File: config.mk
export PLATFORM = sky130hd
export DESIGN_NAME = local_hold_arbiter
export DESIGN_NICKNAME = d
export VERILOG_FILES = /design/src/rtl/lha_pkg.sv /design/src/rtl/lha_timer.sv /design/src/rtl/lha_fsm.sv /design/src/rtl/local_hold_arbiter.sv
export SDC_FILE = /design/constraint.sdc
export NUM_CORES = 1
export LEC_CHECK = 0
export BUFFER_PORTS_ARGS = -buffer_cell sky130_fd_sc_hd__buf_4
export CAP_MARGIN = 40
export CORE_ASPECT_RATIO = 0.9
export CORE_MARGIN = 2
export CORE_UTILIZATION = 40
export CTS_CLUSTER_SIZE = 24
export DETAILED_ROUTE_END_ITERATION = 8
export PLACE_DENSITY = 0.64
export SLEW_MARGIN = 0
export SYNTH_ARGS = -nofsm -noshare
export SYNTH_HDL_FRONTEND = slang
export SYNTH_SLANG_ARGS = --single-unit
export TNS_END_PERCENT = 1
File: constraint.sdc
create_clock -name clk -period 2.7 [get_ports clk]
set_clock_uncertainty 0.2 [all_clocks]
set_input_delay 0.135 -clock clk [delete_from_list [all_inputs] [get_ports clk]]
set_output_delay 0.135 -clock clk [all_outputs]
set_load 0.01 [all_outputs]
File: src/rtl/lha_pkg.sv
package lha_pkg;
  typedef enum logic [2:0] {
    ST_IDLE  = 3'd0,
    ST_REQ   = 3'd1,
    ST_OWN   = 3'd2,
    ST_REL   = 3'd3,
    ST_PAUSE = 3'd4
  } lha_state_e;
endpackage

File: src/rtl/lha_timer.sv
module lha_timer #(
  parameter int W = 8
) (
  input  logic         clk,
  input  logic         rst,
  input  logic         load,
  input  logic [W-1:0] load_val,
  input  logic         dec,
  output logic         zero
);
  logic [W-1:0] cnt;

  always_ff @(posedge clk) begin
    if (rst)                     cnt <= '0;
    else if (load)               cnt <= load_val;
    else if (dec && cnt != '0)   cnt <= cnt - W'(1);
  end

  assign zero = (cnt == '0);

  // a reload takes the supplied value
  p_load_value_r6: assert property (@(posedge clk) disable iff (rst)
    load |=> cnt == $past(load_val));

  // one step per enabled cycle, never below zero
  p_step_down_r7: assert property (@(posedge clk) disable iff (rst)
    (!load && dec && cnt != '0) |=> cnt == $past(cnt) - W'(1));
endmodule

File: src/rtl/lha_fsm.sv
module lha_fsm
  import lha_pkg::*;
#(
  parameter int REL_WORDS = 2,
  parameter int POS_W     = 16
) (
  input  logic             clk,
  input  logic             rst,
  input  logic             xfer_active,
  input  logic             xfer_preempt,
  input  logic             word_done,
  input  logic             other_req,
  input  logic             hold_ack,
  input  logic             gate_en,
  input  logic             lat_zero,
  input  logic             pause_zero,
  output logic             lat_load_en,
  output logic             lat_dec,
  output logic             pause_load_en,
  output logic             pause_dec,
  output logic             hold,
  output logic             drv_en,
  output logic [POS_W-1:0] word_pos
);
  localparam int REL_CW = $clog2(REL_WORDS + 1);

  lha_state_e        st, nxt;
  logic [REL_CW-1:0] rel_cnt;
  logic [REL_CW:0]   rel_sum;
  logic              preempt;

  assign preempt = other_req && xfer_preempt && (!gate_en || lat_zero);
  assign rel_sum = {1'b0, rel_cnt} + (REL_CW+1)'(word_done);

  always_comb begin
    nxt = st;
    case (st)
      ST_IDLE:  if (xfer_active) nxt = ST_REQ;
      ST_REQ: begin
        if (!xfer_active)  nxt = ST_IDLE;
        else if (hold_ack) nxt = ST_OWN;
      end
      ST_OWN: begin
        if (!xfer_active)   nxt = ST_IDLE;
        else if (!hold_ack) nxt = ST_REQ;
        else if (preempt)   nxt = (word_done && REL_WORDS <= 1) ? ST_PAUSE : ST_REL;
      end
      ST_REL: begin
        if (!xfer_active)   nxt = ST_IDLE;
        else if (!hold_ack) nxt = ST_REQ;
        else if (rel_sum >= (REL_CW+1)'(REL_WORDS)) nxt = ST_PAUSE;
      end
      ST_PAUSE: begin
        if (!xfer_active)                nxt = ST_IDLE;
        else if (pause_zero && !hold_ack) nxt = ST_REQ;
      end
      default: nxt = ST_IDLE;
    endcase
  end

  assign lat_load_en   = (st == ST_REQ) && (nxt == ST_OWN);
  assign lat_dec       = (st == ST_OWN);
  assign pause_load_en = (nxt == ST_PAUSE) && (st != ST_PAUSE);
  assign pause_dec     = (st == ST_PAUSE);

  always_ff @(posedge clk) begin
    if (rst) begin
      st       <= ST_IDLE;
      rel_cnt  <= '0;
      hold     <= 1'b0;
      drv_en   <= 1'b0;
      word_pos <= '0;
    end else begin
      st     <= nxt;
      hold   <= (nxt == ST_REQ) || (nxt == ST_OWN) || (nxt == ST_REL);
      drv_en <= (nxt == ST_OWN) || (nxt == ST_REL);
      if (st == ST_OWN && nxt == ST_REL)  rel_cnt <= REL_CW'(word_done);
      else if (st == ST_REL && word_done) rel_cnt <= rel_cnt + REL_CW'(1);
      if (nxt == ST_IDLE)              word_pos <= '0;
      else if (word_done && drv_en)    word_pos <= word_pos + POS_W'(1);
    end
  end

  // drivers enabled only under an acknowledged hold
  p_drv_under_hold_r3: assert property (@(posedge clk) disable iff (rst)
    drv_en |-> hold);
  p_drv_after_ack_r3: assert property (@(posedge clk) disable iff (rst)
    drv_en |-> $past(hold_ack));
  // release counter never reaches the bound while still releasing
  p_rel_bound_r4: assert property (@(posedge clk) disable iff (rst)
    (st == ST_REL) |-> rel_cnt < REL_CW'(REL_WORDS));
  // no release start while gated and the latency timer is running
  p_gate_hold_r6: assert property (@(posedge clk) disable iff (rst)
    (st == ST_OWN && gate_en && !lat_zero) |=> st != ST_REL);
  // re-request from pause only with timer at zero and ack low
  p_rerequest_r7: assert property (@(posedge clk) disable iff (rst)
    (st == ST_REQ && $past(st) == ST_PAUSE) |-> ($past(pause_zero) && !$past(hold_ack)));
  // a finished transfer drops the bus on the next edge
  p_idle_drop_r9: assert property (@(posedge clk) disable iff (rst)
    !xfer_active |=> (!hold && !drv_en && word_pos == '0));
  // position frozen while not driving
  p_pos_frozen_r10: assert property (@(posedge clk) disable iff (rst)
    (nxt != ST_IDLE && !drv_en) |=> $stable(word_pos));
endmodule

File: src/rtl/local_hold_arbiter.sv
module local_hold_arbiter #(
  parameter int LAT_W     = 8,
  parameter int PAUSE_W   = 8,
  parameter int REL_WORDS = 2,
  parameter int POS_W     = 16
) (
  input  logic               clk,
  input  logic               rst,
  input  logic               xfer_active,
  input  logic               xfer_preempt,
  input  logic               word_done,
  input  logic               other_req,
  input  logic               hold_ack,
  input  logic               gate_en,
  input  logic [LAT_W-1:0]   lat_load,
  input  logic [PAUSE_W-1:0] pause_load,
  output logic               hold,
  output logic               drv_en,
  output logic [POS_W-1:0]   word_pos
);
  logic lat_load_en, lat_dec, lat_zero;
  logic pause_load_en, pause_dec, pause_zero;

  lha_timer #(.W(LAT_W)) u_lat (
    .clk(clk), .rst(rst), .load(lat_load_en), .load_val(lat_load),
    .dec(lat_dec), .zero(lat_zero)
  );

  lha_timer #(.W(PAUSE_W)) u_pause (
    .clk(clk), .rst(rst), .load(pause_load_en), .load_val(pause_load),
    .dec(pause_dec), .zero(pause_zero)
  );

  lha_fsm #(.REL_WORDS(REL_WORDS), .POS_W(POS_W)) u_fsm (
    .clk(clk), .rst(rst),
    .xfer_active(xfer_active), .xfer_preempt(xfer_preempt),
    .word_done(word_done), .other_req(other_req), .hold_ack(hold_ack),
    .gate_en(gate_en), .lat_zero(lat_zero), .pause_zero(pause_zero),
    .lat_load_en(lat_load_en), .lat_dec(lat_dec),
    .pause_load_en(pause_load_en), .pause_dec(pause_dec),
    .hold(hold), .drv_en(drv_en), .word_pos(word_pos)
  );

  // quiet outputs right after a reset edge
  p_reset_quiet_r1: assert property (@(posedge clk)
    $past(rst) |-> (!hold && !drv_en && word_pos == '0));
endmodule

==> impl_metrics.json <==
{
  "ir_worst_vdd_mv": 0.298,
  "p_per_area_nw_per_um2": 449,
  "drt-vias-per-instance": 5.30,
  "fmax_ghz": 0.381,
  "power_uw": 1290,
  "cts_num_sinks": 39,
  "post_drt_wl_per_cell_um": 12.7,
  "die_h_um": 72.1,
  "status": "finished, final reports clean",
  "synth_top_cell_by_area": "dfxtp_1",
  "clk_path_buf_depth": 2,
  "ys_types": 44,
  "place_congestion": 0.811,
  "critPathArrivalTime_ns": 2.66,
  "drtIter0Drc": 71,
  "synth_area_sq_um": 2060,
  "rows": 24,
  "min-delay-start": "gate_en",
  "crit_required_ns": 2.73,
  "cp_slowest_stage_delay_ns": 0.55,
  "start_kind": "register",
  "cp_max_fo": 8,
  "clockRootBuffer": "clkbuf_8",
  "critPathKind": "register to register",
  "crit_chain": "inv_1 > ha_2 > or4b_4 > o2111a_2 > a211o_1 > a21oi_2 > dlygate4sd3_1",
  "overflow": 0,
  "drc": 0,
  "grt_setup_unrepaired": "false",
  "place_ws_ns": 0.574,
  "setup_violations": 0,
  "dp_hpwl_um": 3160,
  "yosysMostFrequentCell": "dfxtp_1",
  "grt_pass1_vias": 1877,
  "synth_top_cells_by_area": "dfxtp_1 (38%), nor2_1 (5.3%), xor2_1 (4.7%), a211oi_1 (4.4%), xnor2_1 (3.4%)",
  "antenna_found_initial": 0,
  "fin_setup_tns_ns": 0,
  "tightest_slew_ns": 0.550,
  "hold_violations": 0,
  "synth_edf_count": 0,
  "dieArea_sq_um": 5740,
  "syn-num-nets": 273,
  "grt_max_degree": 19,
  "cp_slowest_cell": "dlygate4sd3_1",
  "start_util": 0.421,
  "synth_flop_cell": "dfxtp_1",
  "maxCapViolCount": 0,
  "avgSynthCellArea_sq_um": 8.41,
  "cts_setup_buffers": 0,
  "maxSlewHeadroom": 0.632,
  "timing.final.ws_setup_ns": 0.0733,
  "min_period_ns": 2.63,
  "leakage_uw": 0.00109,
  "ant_nets": 0,
  "slew_violations": 0,
  "cts.clk_slew.worst_paths_ns": 0.08,
  "synth_seq_cells": 39,
  "synthTopCellsByCount": "dfxtp_1 (39), nor2_1 (29), nand2_1 (13), o21ai_0 (13)",
  "layout-drive-gt1-share": 0.189,
  "fp.dieW_um": 79.6,
  "htreeDepth": 2,
  "drtPass1Iterations": 6,
  "reg2reg_from": "u_lat.cnt[0]$_SDFFE_PP0P_",
  "vias": 2026,
  "cts_buffers": 5,
  "clock_latency_ns": 0.29,
  "grt_use_total": 0.182,
  "cts_tree": "yes",
  "hold_path.class": "input pin to register",
  "area_delta_synth_final_pct": 39.9,
  "synth-seq-area-share": 0.379,
  "wl_um": 4860,
  "nets": 344,
  "core-area_sq_um": 4890,
  "antenna_cells": 0,
  "yosys_warnings": 0,
  "synth_top_cell_area_share": 0.379,
  "ios": 42,
  "portBuffers": 41,
  "async_flop_share": 0,
  "crit_start": "u_lat.cnt[0]$_SDFFE_PP0P_",
  "grt_pass1_wl_um": 8270,
  "syn-instance-count": 245,
  "end_kind": "register",
  "period_share": 0.973
}
cell families after synthesis:
logic type               count (synthesis)  synth area share
AO/OA/AOI/OAI                           64             0.218
multiplexers                             1           0.00486
adder cells (fa/ha/maj)                  4            0.0243
XOR/XNOR                                19            0.0808
flip-flops                              39             0.379
buffers and inverters                   24            0.0504
AND/OR/NAND/NOR                         94             0.243
registers in the layout, indices dropped and copies added, names as in the netlist:
register,count
u_fsm.hold,1
u_fsm.rel_cnt,2
u_fsm.st,3
u_fsm.drv_en,1
u_lat.cnt,8
u_pause.cnt,8
u_fsm.word_pos,16
worst max-delay path: cells and delay by family (launching register included):
family / cells / cell delay (ns)
flip-flops: 1 / 0.35
AO/OA/AOI/OAI: 3 / 0.72
AND/OR/NAND/NOR: 1 / 0.51
adder cells (fa/ha/maj): 1 / 0.18
buffers and inverters: 2 / 0.61
final cells by class:
| type | count | area (sq um) |
|---|---|---|
| clock buffers | 6 | 72.6 |
| inverters | 12 | 45.0 |
| repair buffers | 76 | 653 |
| well taps | 65 | 81.3 |
| clock inverters | 2 | 60.1 |
| flip-flops and latches | 39 | 783 |
| multi-input cells | 182 | 1190 |
| fillers | 453 | 2010 |
final timing paths:
check	end	slack [ns]	cells past startpoint
worst min register to register	u_fsm.word_pos[15]$_SDFFE_PP0P_	0.30	2
worst max-delay path	u_lat.cnt[7]$_SDFFE_PP0P_	0.07	7
worst max register to register	u_lat.cnt[7]$_SDFFE_PP0P_	0.07	7
worst min-delay path	u_fsm.st[0]$_SDFF_PP0_	0.03	4
repair_timing:
| item | in CTS | in global routing |
|---|---|---|
| resized for setup | 0 | 5 |
| setup endpoints to repair | 0 | 5 |
| hold buffers | 33 | 0 |
| endpoints found under the hold margin | 20 | 0 |
routing by layer:
metal	part of all wire	GRT usage	wire length [um]
met1	0.48	0.238	2340
met3	0.044	0.0522	216
met2	0.46	0.293	2250
met5	0	0	0
met4	0.0093	0.0575	45
placed cells by master (no fill, tap or decap), drive strengths merged, types with 8 or more instances in the layout:
master,Yosys,layout
nand3,8,8
inv,12,12
dlygate4sd3,0,33
o21ai,13,13
nor2,29,29
a211oi,12,12
buf,4,43
xor2,11,11
a21oi,11,11
or3,10,10
dfxtp,39,39
nand2,13,13
xnor2,8,8
nor3,10,10
power by group:
part / total, uW / internal (uW) / switching (uW)
clock: 582 / 370 / 213
combinational: 118 / 67.7 / 50.8
sequential: 593 / 582 / 10.2
total: 1290 / 1020 / 274
metrics by stage:
stage | utilization | instances | instance area [sq um] | hold WS [ns]
after floorplan | - | 245 | 2060 | 0.0749
after global placement | 0.491 | 341 | 2400 | 0.202
after detailed placement | 0.491 | 341 | 2400 | 0.209
after CTS | 0.586 | 382 | 2870 | 0.0199
after global routing | 0.589 | 382 | 2880 | 0.0461
final | 0.589 | 382 | 2880 | 0.0295
No activity file was read; power rests on OpenSTA's default activity.
